## src/rtl/msi_remap_pkg.sv

```systemverilog
// Shared types and constants for the MSI remapping translator.
// Assumes 32-bit interrupt writes and 128-bit table entries read as two 64-bit words.
package msi_remap_pkg;

    localparam int HANDLE_W = 16;
    localparam int INDEX_W  = HANDLE_W + 1;
    localparam int SID_W    = 16;
    localparam logic [11:0] MSI_WINDOW = 12'hFEE;
    localparam logic [31:0] MSI_BASE   = 32'hFEE0_0000;

    typedef enum logic [2:0] {
        ST_IDLE,
        ST_LO_REQ,
        ST_LO_RSP,
        ST_HI_REQ,
        ST_HI_RSP,
        ST_EMIT
    } walk_state_t;

    typedef enum logic [1:0] {
        CLS_PASS,
        CLS_DROP,
        CLS_FETCH
    } req_class_t;

    // Fields of the low entry word that the rebuilt interrupt needs.
    typedef struct packed {
        logic [7:0] dest;
        logic [7:0] vector;
        logic [2:0] dlv;
        logic       trig;
        logic       rhint;
        logic       dmode;
    } entry_fields_t;

endpackage

```

## src/rtl/msi_req_decode.sv

```systemverilog
// Classifies an incoming interrupt write and computes its table index.
// Purely combinational. Assumes the caller samples the result only while idle.
module msi_req_decode
    import msi_remap_pkg::*;
(
    input  logic [31:2]        addr_w,
    input  logic [15:0]        data_sub,
    input  logic [3:0]         strb,
    input  logic               enable,
    input  logic [INDEX_W-1:0] count,
    output req_class_t         cls,
    output logic [INDEX_W-1:0] index
);

    logic               in_window;
    logic [HANDLE_W-1:0] handle;

    // Build the handle from the split address fields.
    always_comb begin
        in_window = (addr_w[31:20] == MSI_WINDOW);
        handle    = {addr_w[2], addr_w[19:5]};
    end

    // Add the optional subhandle without wrapping.
    always_comb begin
        index = {1'b0, handle} + (addr_w[3] ? {1'b0, data_sub} : '0);
    end

    // Decide between forwarding, dropping and fetching.
    always_comb begin
        if (!enable || !in_window) begin
            cls = CLS_PASS;
        end else if (strb != 4'b1111) begin
            cls = CLS_DROP;
        end else if (!addr_w[4]) begin
            cls = CLS_DROP;
        end else if (index >= count) begin
            cls = CLS_DROP;
        end else begin
            cls = CLS_FETCH;
        end
    end

endmodule

```

## src/rtl/msi_irte_walker.sv

```systemverilog
// Sequences one interrupt write at a time: accept, fetch the two entry words,
// check the entry, hold the result until the output takes it.
// Assumes read responses arrive in order, one per accepted request.
module msi_irte_walker
    import msi_remap_pkg::*;
#(
    parameter int MEM_AW = 48
) (
    input  logic                clk,
    input  logic                rst_n,
    input  logic                in_valid,
    input  req_class_t          cls,
    input  logic [INDEX_W-1:0]  index,
    input  logic [31:0]         in_addr,
    input  logic [31:0]         in_data,
    input  logic [SID_W-1:0]    in_src_id,
    input  logic [MEM_AW-5:0]   tbl_base,
    output logic                in_ready,
    output logic                mrd_valid,
    input  logic                mrd_ready,
    output logic [MEM_AW-1:0]   mrd_addr,
    input  logic                mrs_valid,
    input  logic [63:0]         mrs_data,
    input  logic                mrs_err,
    output logic                out_valid,
    input  logic                out_ready,
    output logic                pass_q,
    output logic [31:0]         pass_addr_q,
    output logic [31:0]         pass_data_q,
    output entry_fields_t       fields_q,
    output logic                err_q
);

    localparam int SLOT_W = MEM_AW - 4;

    walk_state_t       state;
    logic [SLOT_W-1:0] slot_q;
    logic [SID_W-1:0]  sid_q;
    logic [SLOT_W-1:0] slot_next;

    // Entry slot number = base slot + index.
    always_comb begin
        slot_next = tbl_base + SLOT_W'(index);
    end

    // Handshake outputs derived from the state.
    always_comb begin
        in_ready  = (state == ST_IDLE);
        mrd_valid = (state == ST_LO_REQ) || (state == ST_HI_REQ);
        out_valid = (state == ST_EMIT);
        mrd_addr  = {slot_q, (state == ST_HI_REQ), 3'b000};
    end

    // Main sequencer with the drop flag and the latched results.
    always_ff @(posedge clk) begin
        if (!rst_n) begin
            state       <= ST_IDLE;
            err_q       <= 1'b0;
            pass_q      <= 1'b0;
            pass_addr_q <= '0;
            pass_data_q <= '0;
            fields_q    <= '0;
            slot_q      <= '0;
            sid_q       <= '0;
        end else begin
            err_q <= 1'b0;
            case (state)
                ST_IDLE: begin
                    if (in_valid) begin
                        case (cls)
                            CLS_PASS: begin
                                pass_q      <= 1'b1;
                                pass_addr_q <= in_addr;
                                pass_data_q <= in_data;
                                state       <= ST_EMIT;
                            end
                            CLS_FETCH: begin
                                pass_q <= 1'b0;
                                slot_q <= slot_next;
                                sid_q  <= in_src_id;
                                state  <= ST_LO_REQ;
                            end
                            default: err_q <= 1'b1;
                        endcase
                    end
                end
                ST_LO_REQ: if (mrd_ready) state <= ST_LO_RSP;
                ST_LO_RSP: begin
                    if (mrs_valid) begin
                        if (mrs_err || !mrs_data[0]) begin
                            err_q <= 1'b1;
                            state <= ST_IDLE;
                        end else begin
                            fields_q.dest   <= mrs_data[39:32];
                            fields_q.vector <= mrs_data[23:16];
                            fields_q.dlv    <= mrs_data[7:5];
                            fields_q.trig   <= mrs_data[4];
                            fields_q.rhint  <= mrs_data[3];
                            fields_q.dmode  <= mrs_data[2];
                            state           <= ST_HI_REQ;
                        end
                    end
                end
                ST_HI_REQ: if (mrd_ready) state <= ST_HI_RSP;
                ST_HI_RSP: begin
                    if (mrs_valid) begin
                        if (mrs_err || (mrs_data[SID_W-1:0] != sid_q)) begin
                            err_q <= 1'b1;
                            state <= ST_IDLE;
                        end else begin
                            state <= ST_EMIT;
                        end
                    end
                end
                ST_EMIT: if (out_ready) state <= ST_IDLE;
                default: state <= ST_IDLE;
            endcase
        end
    end

    // a pending read request keeps its address until taken.
    a_r5_req_hold: assert property (@(posedge clk) disable iff (!rst_n)
        mrd_valid && !mrd_ready |=> mrd_valid && $stable(mrd_addr));

    // reads and output writes never overlap.
    a_r5_single_flight: assert property (@(posedge clk) disable iff (!rst_n)
        !(mrd_valid && out_valid));

    // the high word is requested only for a present entry.
    a_r6_hi_after_present: assert property (@(posedge clk) disable iff (!rst_n)
        mrd_valid && mrd_addr[3] |-> $past(mrs_valid && mrs_data[0]) || $past(mrd_valid && mrd_addr[3]));

    // a non-dropped accept makes the block busy next cycle.
    a_r11_busy_after_accept: assert property (@(posedge clk) disable iff (!rst_n)
        in_valid && in_ready |=> !in_ready || err_q);

    // a drop always leaves the block idle.
    a_r12_err_idle: assert property (@(posedge clk) disable iff (!rst_n)
        err_q |-> in_ready && !out_valid);

endmodule

```

## src/rtl/msi_compose.sv

```systemverilog
// Rebuilds a standard-format interrupt address and data word from entry fields.
// Purely combinational.
module msi_compose
    import msi_remap_pkg::*;
(
    input  entry_fields_t fields,
    output logic [31:0]   msi_addr,
    output logic [31:0]   msi_data
);

    // Place destination, hint and mode into the window address.
    always_comb begin
        msi_addr = MSI_BASE | {12'h000, fields.dest, 8'h00, fields.rhint, fields.dmode, 2'b00};
    end

    // Place vector, delivery, level-assert and trigger into the data word.
    always_comb begin
        msi_data = {16'h0000, fields.trig, 1'b1, 3'b000, fields.dlv, fields.vector};
    end

endmodule

```

## src/rtl/msi_remap_xlat.sv

```systemverilog
// Top of the MSI remapping translator: decode, entry walk, rebuild, output select.
// Assumes configuration stays stable while a write is in flight.
module msi_remap_xlat
    import msi_remap_pkg::*;
#(
    parameter int MEM_AW = 48
) (
    input  logic              clk,
    input  logic              rst_n,
    input  logic              in_valid,
    output logic              in_ready,
    input  logic [31:0]       in_addr,
    input  logic [31:0]       in_data,
    input  logic [3:0]        in_strb,
    input  logic [15:0]       in_src_id,
    input  logic              cfg_enable,
    input  logic [MEM_AW-5:0] cfg_tbl_base,
    input  logic [16:0]       cfg_count,
    output logic              mrd_valid,
    input  logic              mrd_ready,
    output logic [MEM_AW-1:0] mrd_addr,
    input  logic              mrs_valid,
    input  logic [63:0]       mrs_data,
    input  logic              mrs_err,
    output logic              out_valid,
    input  logic              out_ready,
    output logic [31:0]       out_addr,
    output logic [31:0]       out_data,
    output logic              err_pulse
);

    req_class_t         cls;
    logic [INDEX_W-1:0] index;
    logic               pass_q;
    logic [31:0]        pass_addr_q;
    logic [31:0]        pass_data_q;
    entry_fields_t      fields_q;
    logic [31:0]        new_addr;
    logic [31:0]        new_data;

    msi_req_decode u_decode (
        .addr_w   (in_addr[31:2]),
        .data_sub (in_data[15:0]),
        .strb     (in_strb),
        .enable   (cfg_enable),
        .count    (cfg_count),
        .cls      (cls),
        .index    (index)
    );

    msi_irte_walker #(.MEM_AW(MEM_AW)) u_walker (
        .clk         (clk),
        .rst_n       (rst_n),
        .in_valid    (in_valid),
        .cls         (cls),
        .index       (index),
        .in_addr     (in_addr),
        .in_data     (in_data),
        .in_src_id   (in_src_id),
        .tbl_base    (cfg_tbl_base),
        .in_ready    (in_ready),
        .mrd_valid   (mrd_valid),
        .mrd_ready   (mrd_ready),
        .mrd_addr    (mrd_addr),
        .mrs_valid   (mrs_valid),
        .mrs_data    (mrs_data),
        .mrs_err     (mrs_err),
        .out_valid   (out_valid),
        .out_ready   (out_ready),
        .pass_q      (pass_q),
        .pass_addr_q (pass_addr_q),
        .pass_data_q (pass_data_q),
        .fields_q    (fields_q),
        .err_q       (err_pulse)
    );

    msi_compose u_compose (
        .fields   (fields_q),
        .msi_addr (new_addr),
        .msi_data (new_data)
    );

    // Forwarded writes keep their words; remapped ones take the rebuilt words.
    always_comb begin
        out_addr = pass_q ? pass_addr_q : new_addr;
        out_data = pass_q ? pass_data_q : new_data;
    end

    // output held steady under backpressure.
    a_r11_out_hold: assert property (@(posedge clk) disable iff (!rst_n)
        out_valid && !out_ready |=> out_valid && $stable(out_addr) && $stable(out_data));

    // a remapped write always lands in the interrupt window.
    a_r8_window: assert property (@(posedge clk) disable iff (!rst_n)
        out_valid && !pass_q |-> out_addr[31:20] == MSI_WINDOW && out_addr[1:0] == 2'b00);

    // a remapped data word always asserts level and clears the spare bits.
    a_r9_level: assert property (@(posedge clk) disable iff (!rst_n)
        out_valid && !pass_q |-> out_data[14] && out_data[31:16] == 16'h0 && out_data[13:11] == 3'b000);

endmodule

```

## config.mk

```make
export PLATFORM = sky130hd
export DESIGN_NAME = msi_remap_xlat
export DESIGN_NICKNAME = d
export VERILOG_FILES = /design/src/rtl/msi_remap_pkg.sv /design/src/rtl/msi_req_decode.sv /design/src/rtl/msi_irte_walker.sv /design/src/rtl/msi_compose.sv /design/src/rtl/msi_remap_xlat.sv
export SDC_FILE = /design/constraint.sdc
export NUM_CORES = 1
export LEC_CHECK = 0
export ABC_AREA = 1
export ABC_CLOCK_PERIOD_IN_PS = 5000
export CORE_UTILIZATION = 35
export DETAILED_ROUTE_END_ITERATION = 6
export PLACE_DENSITY_LB_ADDON = 0.2
export SYNTH_ARGS = -nofsm -noshare
export SYNTH_HDL_FRONTEND = slang
export SYNTH_SLANG_ARGS = --single-unit
```

## constraint.sdc

```tcl
create_clock -name clk -period 5 [get_ports clk]
set_clock_uncertainty 0.2 [all_clocks]
set_input_delay 0.5 -clock clk [delete_from_list [all_inputs] [get_ports clk]]
set_output_delay 0.5 -clock clk [all_outputs]
set_load 0.01 [all_outputs]
```

==> results of run 1 <==
## worst max-delay path: stages
cell             delay, ns
clkdlybuf4s50_1       0.50
nand2_1               0.11
inv_1                 0.08
ha_1                  0.17
inv_1                 0.06
fa_1                  0.40
o21ai_0               0.21
buf_4                 0.15
a21oi_1               0.05
o21bai_1              0.22
nand2_1               0.11
nand4_1               0.12
xor2_1                0.33
ha_1                  0.32
nand2_1               0.11
nor2_1                0.05
nand2_1               0.06
nor2_1                0.04
nand2_1               0.06
nand3_1               0.11
nor2_4                0.21
nand3_4               0.11
nor2_4                0.14
buf_12                0.21
o21ai_0               0.12
a21oi_2               0.15
## final cells by class
type	instances	area, um^2
Timing Repair Buffer	319	3150
Fill cell	2919	14000
Multi-Input combinational cell	1111	5700
Sequential cell	151	3020
Clock buffer	17	425
Tap cell	378	473
Antenna cell	1	2.50
Clock inverter	15	155
Inverter	227	858
## power breakdown
group / internal, uW / switching, uW / total [uW]
Clock: 669 / 608 / 1280
Sequential: 1390 / 112 / 1500
Combinational: 670 / 932 / 1600
## kinds of logic (layout without fill, tap and decap cells)
kind of cell / Yosys count / after routing / synth area share (%)
compound gates: 312 / 312 / 16.6
xor+xnor: 39 / 39 / 3.45
fa+ha+maj: 52 / 52 / 6.73
buf+inv: 284 / 578 / 12.0
flops: 151 / 151 / 30.5
mux: 4 / 4 / 0.455
other cells: 1 / 4 / 0.0379
simple gates: 701 / 701 / 30.2
## stage by stage
stage          util (%)  hold slack (ns)  total power [uW]
6_report           49.6            0.251              4380
5_1_grt            49.6            0.270              4660
4_1_cts            49.6            0.252              4400
3_5_place_dp       47.5            0.241              3110
3_3_place_gp       47.5            0.233              3100
2_1_floorplan         -            0.224              2450
## state kept, by name, indices dropped and copies added, names as in the netlist
register and cells:
u_walker.slot_q 44, u_walker.pass_q 1, u_walker.err_q 1, u_walker.state 3, u_walker.fields_q 22, u_walker.pass_addr_q 32, u_walker.pass_data_q 32, u_walker.sid_q 16
## layout by cell type, fill, tap and decap left out, types with 3 or more instances in the layout
cell             synthesis  final
inv_2                    8      8
inv_6                    1      5
a21oi_1                 96     96
a21oi_2                 10     10
xor2_1                  19     19
o21ai_0                174    174
ha_1                    50     50
nand2_1                318    318
nor4_1                   4      4
nor3_2                   6      6
inv_1                  217    217
nor2_4                   5      6
conb_1                   1      3
clkdlybuf4s50_1          0    296
inv_8                    0      6
nor2_1                 240    240
nand4_1                 16     16
nor3_1                  18     18
a21o_1                   4      4
buf_4                    5     22
nand2_2                 14     14
o21bai_1                 5      5
or2_2                    3      3
mux2_2                   4      4
nand3_1                 59     59
dfxtp_1                151    150
nor2_2                   6      5
o21ai_1                 16     16
xnor2_1                 20     20
clkbuf_16                0     17
## layer usage
layer  wire, um  share of wire, %  vias up  global-route usage (%)
met5          0                 0        -                       0
met4        705               2.0        0                    7.40
met3       2340               6.6       38                    4.40
met2      15700                45      341                    38.1
met1      16400                47     4880                    32.7
li1           -                 -     5469                       -
## how the worst max path moves through the flow
stage | from | cells past startpoint | to | slack (ns)
after CTS | in_addr[3] | 26 | u_walker.slot_q[16] | 0.48
after global placement | in_addr[3] | 26 | u_walker.slot_q[33] | 0.06
after floorplan | in_addr[3] | 23 | u_walker.slot_q[10] | 0.94
after global routing | in_addr[3] | 27 | u_walker.state[1] | 0.09
final | in_addr[3] | 26 | u_walker.slot_q[22] | 0.43
after detailed placement | in_addr[3] | 26 | u_walker.slot_q[22] | 0.07
==> results.yml, run 1 <==
run_status:
  status: "completed"
critical_path:
  crit_fanout: 38
  timing.rr.end: "u_walker.pass_addr_q[12]"
  r2r_start: "u_walker.state[2]"
  critical_path_class: "primary input to register"
  reg2reg_depth: 8
  cp-start-kind: "primary input"
  critPathCaptureType: "register"
  critical_path_arrival_ns: 4.72
  rrSetupSlack_ns: 2.64
  critPathRequiredTime_ns: 5.16
min_path:
  holdCritStartpoint: "u_walker.fields_q[8]"
  whs_endpoint: "u_walker.fields_q[8]"
  hold_class: "register to register"
  hold_depth: 2
synth:
  synth-edff-count: 0
  syn_area_per_cell_um2: 6.41
  yosys_most_used_dff: "dfxtp_1"
  synth_most_common_cell: "nand2_1"
  synth-seq-cells: 151
  yosysUniqueCellTypes: 50
  synth_top_area_cell: "dfxtp_1"
  netlist_area_um2: 9900
  synthArstFlopShare_pct: 0
  synth_common_cells: "318 x nand2_1, 240 x nor2_1, 217 x inv_1"
  syn-instance-count: 1544
  ys_warn_count: 0
  synthTopCellsByArea: "dfxtp_1 31%, nand2_1 12%, nor2_1 9.1%"
  ys_seq_area_share_pct: 30.5
  synth_top_area_share_pct: 30.5
die:
  num_io_pins: 333
  rows: 61
  core_um2: 27800
  die_area_um2: 29000
  initial_utilization_pct: 35.6
  fp.dieW_um: 170
  die_h_um: 170
clock_tree:
  path_clk_slew_ns: 0.07
  cts.root.buffer_cell: "clkbuf_16"
  cts_tree: "done"
  cts_hold_buffers: 0
  cts.sinks: 151
  clkLatencyLatePin_ns: 0.42
  cts_htree_levels: 4
  cts_max_path_buffers: 2
  cts_resized: 0
  cts-buffers-inserted: 17
  postCtsSetupRepairBufs: 0
layout:
  layout.nets: 2096
  area_growth_pct: 39.3
  fin_area_um2: 13800
  fin_cells: 2219
  layout-drive-gt1-share_pct: 6.68
sta:
  setup_tns_ns: 0
  period_share_pct: 91.3
  tightest_slew_ns: 1.14
  setup_ws_ns: 0.435
  hold_viol_final: 0
  timing.slew.headroom_pct: 23.8
  finalSetupViolCount: 0
  finalMaxSlewViolations: 0
  fmax_mhz: 219
  final.min_clock_period_ns: 4.57
  rsz0062_at_grt: "false"
grt:
  antenna_found_initial: 1
  grt_overflow_total: 0
  grt_pass1_vias: 9978
  grt_max_degree: 107
  grt_usage_pct: 24.0
  grt_first_pass_wirelength_mm: 53.8
detailed_routing:
  drc_errors: 0
  ant_nets: 0
  first_iter_violations: 713
  wl_per_cell_um: 15.8
  vias: 10700
  totalWireLength_mm: 35.2
  viasPerCell: 4.83
  first_pass_iters: 5
power_and_ir_drop:
  pwr_density_cell_nw_per_um2: 318
  p_leak_uw: 0.00637
  ir_drop_mv: 0.223
job:
  cap_viol_max_count: 0
place:
  io_buffer_count: 297
  place_ws_ns: 0.0663
  dp.cells: 2186
  gp_congestion: 0.935
  post_dp_cell_area_um2: 13200
  dpl.hpwl_mm: 27.6
No activity file was read; power rests on OpenSTA's default activity.
==> inputs of run 2 (changes only) <==
PLACE_DENSITY = 0.65   (was unset)
PLACE_DENSITY_LB_ADDON = unset   (was 0.2)
RECOVER_POWER = 25   (was unset)
==> results.yml, run 2 (synthesis gave the netlist of run 1 again) <==
critical_path:
  endpoint: "u_walker.slot_q[38]"
  timing.rr.end: "u_walker.fields_q[12]"
  critPathLaunch: "in_addr[3]"
  rrSetupSlack_ns: 2.37
  crit_fanout: 3
  critical_path_arrival_ns: 4.62
  critPathRequiredTime_ns: 5.12
  critical_path_class: "primary input to register"
  reg2reg_depth: 8
  r2r_start: "u_walker.state[0]"
  cp-start-kind: "primary input"
  critPathCaptureType: "register"
layout:
  layout.nets: 2090
  layout-drive-gt1-share_pct: 6.16
  largest_reg_flops: 44
  final_common_cell: "nand2_1"
  largestRegisters: "u_walker.slot_q: 44 flops, u_walker.pass_addr_q: 32 flops, u_walker.pass_data_q: 32 flops"
  fin_util_pct: 49.5
  area_growth_pct: 38.9
  top_register: "u_walker.slot_q"
  nFillCells: 2896
  final_cell_mix: "318 x nand2_1, 250 x clkdlybuf4s50_1, 241 x nor2_1, 218 x inv_1, 174 x o21ai_0"
  antenna_cells: 0
clock_tree:
  cts-buffers-inserted: 17
  cts.sinks: 151
  cts_resized: 0
  cts_max_path_buffers: 2
  cts_htree_levels: 4
  cts.root.buffer_cell: "clkbuf_16"
  cts_hold_buffers: 0
  postCtsSetupRepairBufs: 0
  cts_tree: "done"
  clkLatencyLatePin_ns: 0.42
  path_clk_slew_ns: 0.07
power_and_ir_drop:
  combPwrFrac_pct: 35.9
  p_int_uw: 2720
  p_clk_share_pct: 29.4
  seq_power_share_pct: 34.6
  pwr_density_cell_nw_per_um2: 317
  p_leak_uw: 0.00651
  p_sw_share_pct: 37.7
  p_sw_uw: 1640
  ir_drop_mv: 0.226
  total_power_uw: 4360
detailed_routing:
  viasPerCell: 4.77
  totalWireLength_mm: 34.4
  wl_per_cell_um: 15.5
  first_iter_violations: 740
  drc_errors: 0
  ant_nets: 0
  first_pass_iters: 7
  vias: 10600
grt:
  grt_max_degree: 108
  grt_first_pass_wirelength_mm: 52.6
  grt_pass1_vias: 9850
  grt_overflow_total: 0
  antenna_found_initial: 0
  grt_usage_pct: 23.4
sta:
  rsz0062_at_grt: "false"
  hold_ws_ns: 0.248
  finalSetupViolCount: 0
  timing.slew.headroom_pct: 25.9
  hold_viol_final: 0
  finalMaxSlewViolations: 0
  final.min_clock_period_ns: 4.51
  setup_ws_ns: 0.495
  setup_tns_ns: 0
  fmax_mhz: 222
  period_share_pct: 90.1
  tightest_slew_ns: 1.11
die:
  rows: 61
  die_area_um2: 29000
  initial_utilization_pct: 35.6
  core_um2: 27800
  fp.dieW_um: 170
  num_io_pins: 333
  die_h_um: 170
min_path:
  hold_class: "register to register"
place:
  io_buffer_count: 297
  gp_congestion: 0.950
  dpl.hpwl_mm: 27.0
  place_ws_ns: 0.0737
job:
  cap_viol_max_count: 0
run_status:
  status: "completed"
## run 2: how the worst min path moves through the flow
stage          cells after the start                        to                     start  slack (ns)
2_1_floorplan                      2     u_walker.fields_q[10]     u_walker.fields_q[10]        0.22
3_3_place_gp                       2      u_walker.fields_q[7]      u_walker.fields_q[7]        0.23
3_5_place_dp                       2      u_walker.fields_q[7]      u_walker.fields_q[7]        0.24
4_1_cts                            2      u_walker.fields_q[7]      u_walker.fields_q[7]        0.25
5_1_grt                            2  u_walker.pass_addr_q[29]  u_walker.pass_addr_q[29]        0.27
6_report                           2      u_walker.fields_q[7]      u_walker.fields_q[7]        0.25
## run 2: layout make-up
type                    count  area (um^2)  area share [%]
multi-input cells        1111         5680            41.3
clock buffers              17          425            3.09
repair buffers            313         3130            22.7
well taps                 378          473            3.44
inverters                 227          858            6.24
flip-flops and latches    151         3020            22.0
clock inverters            15          158            1.15
## run 2: power by group through the flow
| stage | Combinational (uW) | Sequential (uW) | Clock (uW) |
|---|---|---|---|
| after global placement | 1550 | 1530 | 0 |
| after detailed placement | 1560 | 1530 | 0 |
| final | 1570 | 1510 | 1280 |
| after floorplan | 973 | 1480 | 0 |
| after global routing | 1740 | 1540 | 1360 |
| after CTS | 1570 | 1510 | 1310 |
## run 2: critical path, stage by stage
cell	delay, ns
clkdlybuf4s50_1	0.53
nand2_1	0.10
inv_1	0.06
ha_1	0.16
inv_1	0.06
fa_1	0.39
o21ai_0	0.19
buf_4	0.15
a21oi_1	0.08
o21ai_0	0.29
a21oi_1	0.13
xor2_1	0.19
buf_4	0.16
ha_1	0.31
buf_4	0.14
nand2_1	0.08
o21ai_0	0.28
inv_1	0.07
nand2_1	0.09
nand2_1	0.05
nand3_1	0.20
nand3_1	0.10
a21oi_1	0.24
nor2_1	0.07
## run 2: stage by stage
stage,instance area [um^2],instances
after floorplan,9900,1546
after global placement,13200,2180
after detailed placement,13200,2180
after CTS,13800,2212
after global routing,13800,2212
final,13800,2212
## run 2: metal layers
| layer | vias to the layer above | wire (um) | part of all wire [%] | GRT usage, % |
|---|---|---|---|---|
| met5 | - | 0 | 0 | 0 |
| met4 | 0 | 783 | 2.3 | 7.21 |
| met3 | 46 | 1960 | 5.7 | 3.30 |
| met2 | 354 | 15500 | 45 | 37.5 |
| met1 | 4701 | 16100 | 47 | 32.4 |
| li1 | 5456 | - | - | - |
==> inputs of run 3 (changes only) <==
ABC_CLOCK_PERIOD_IN_PS = unset   (was 5000)
GPL_ROUTABILITY_DRIVEN = 1   (was unset)
==> results of run 3 <==
Final layout, timing and power as in run 2 (identical DEF).
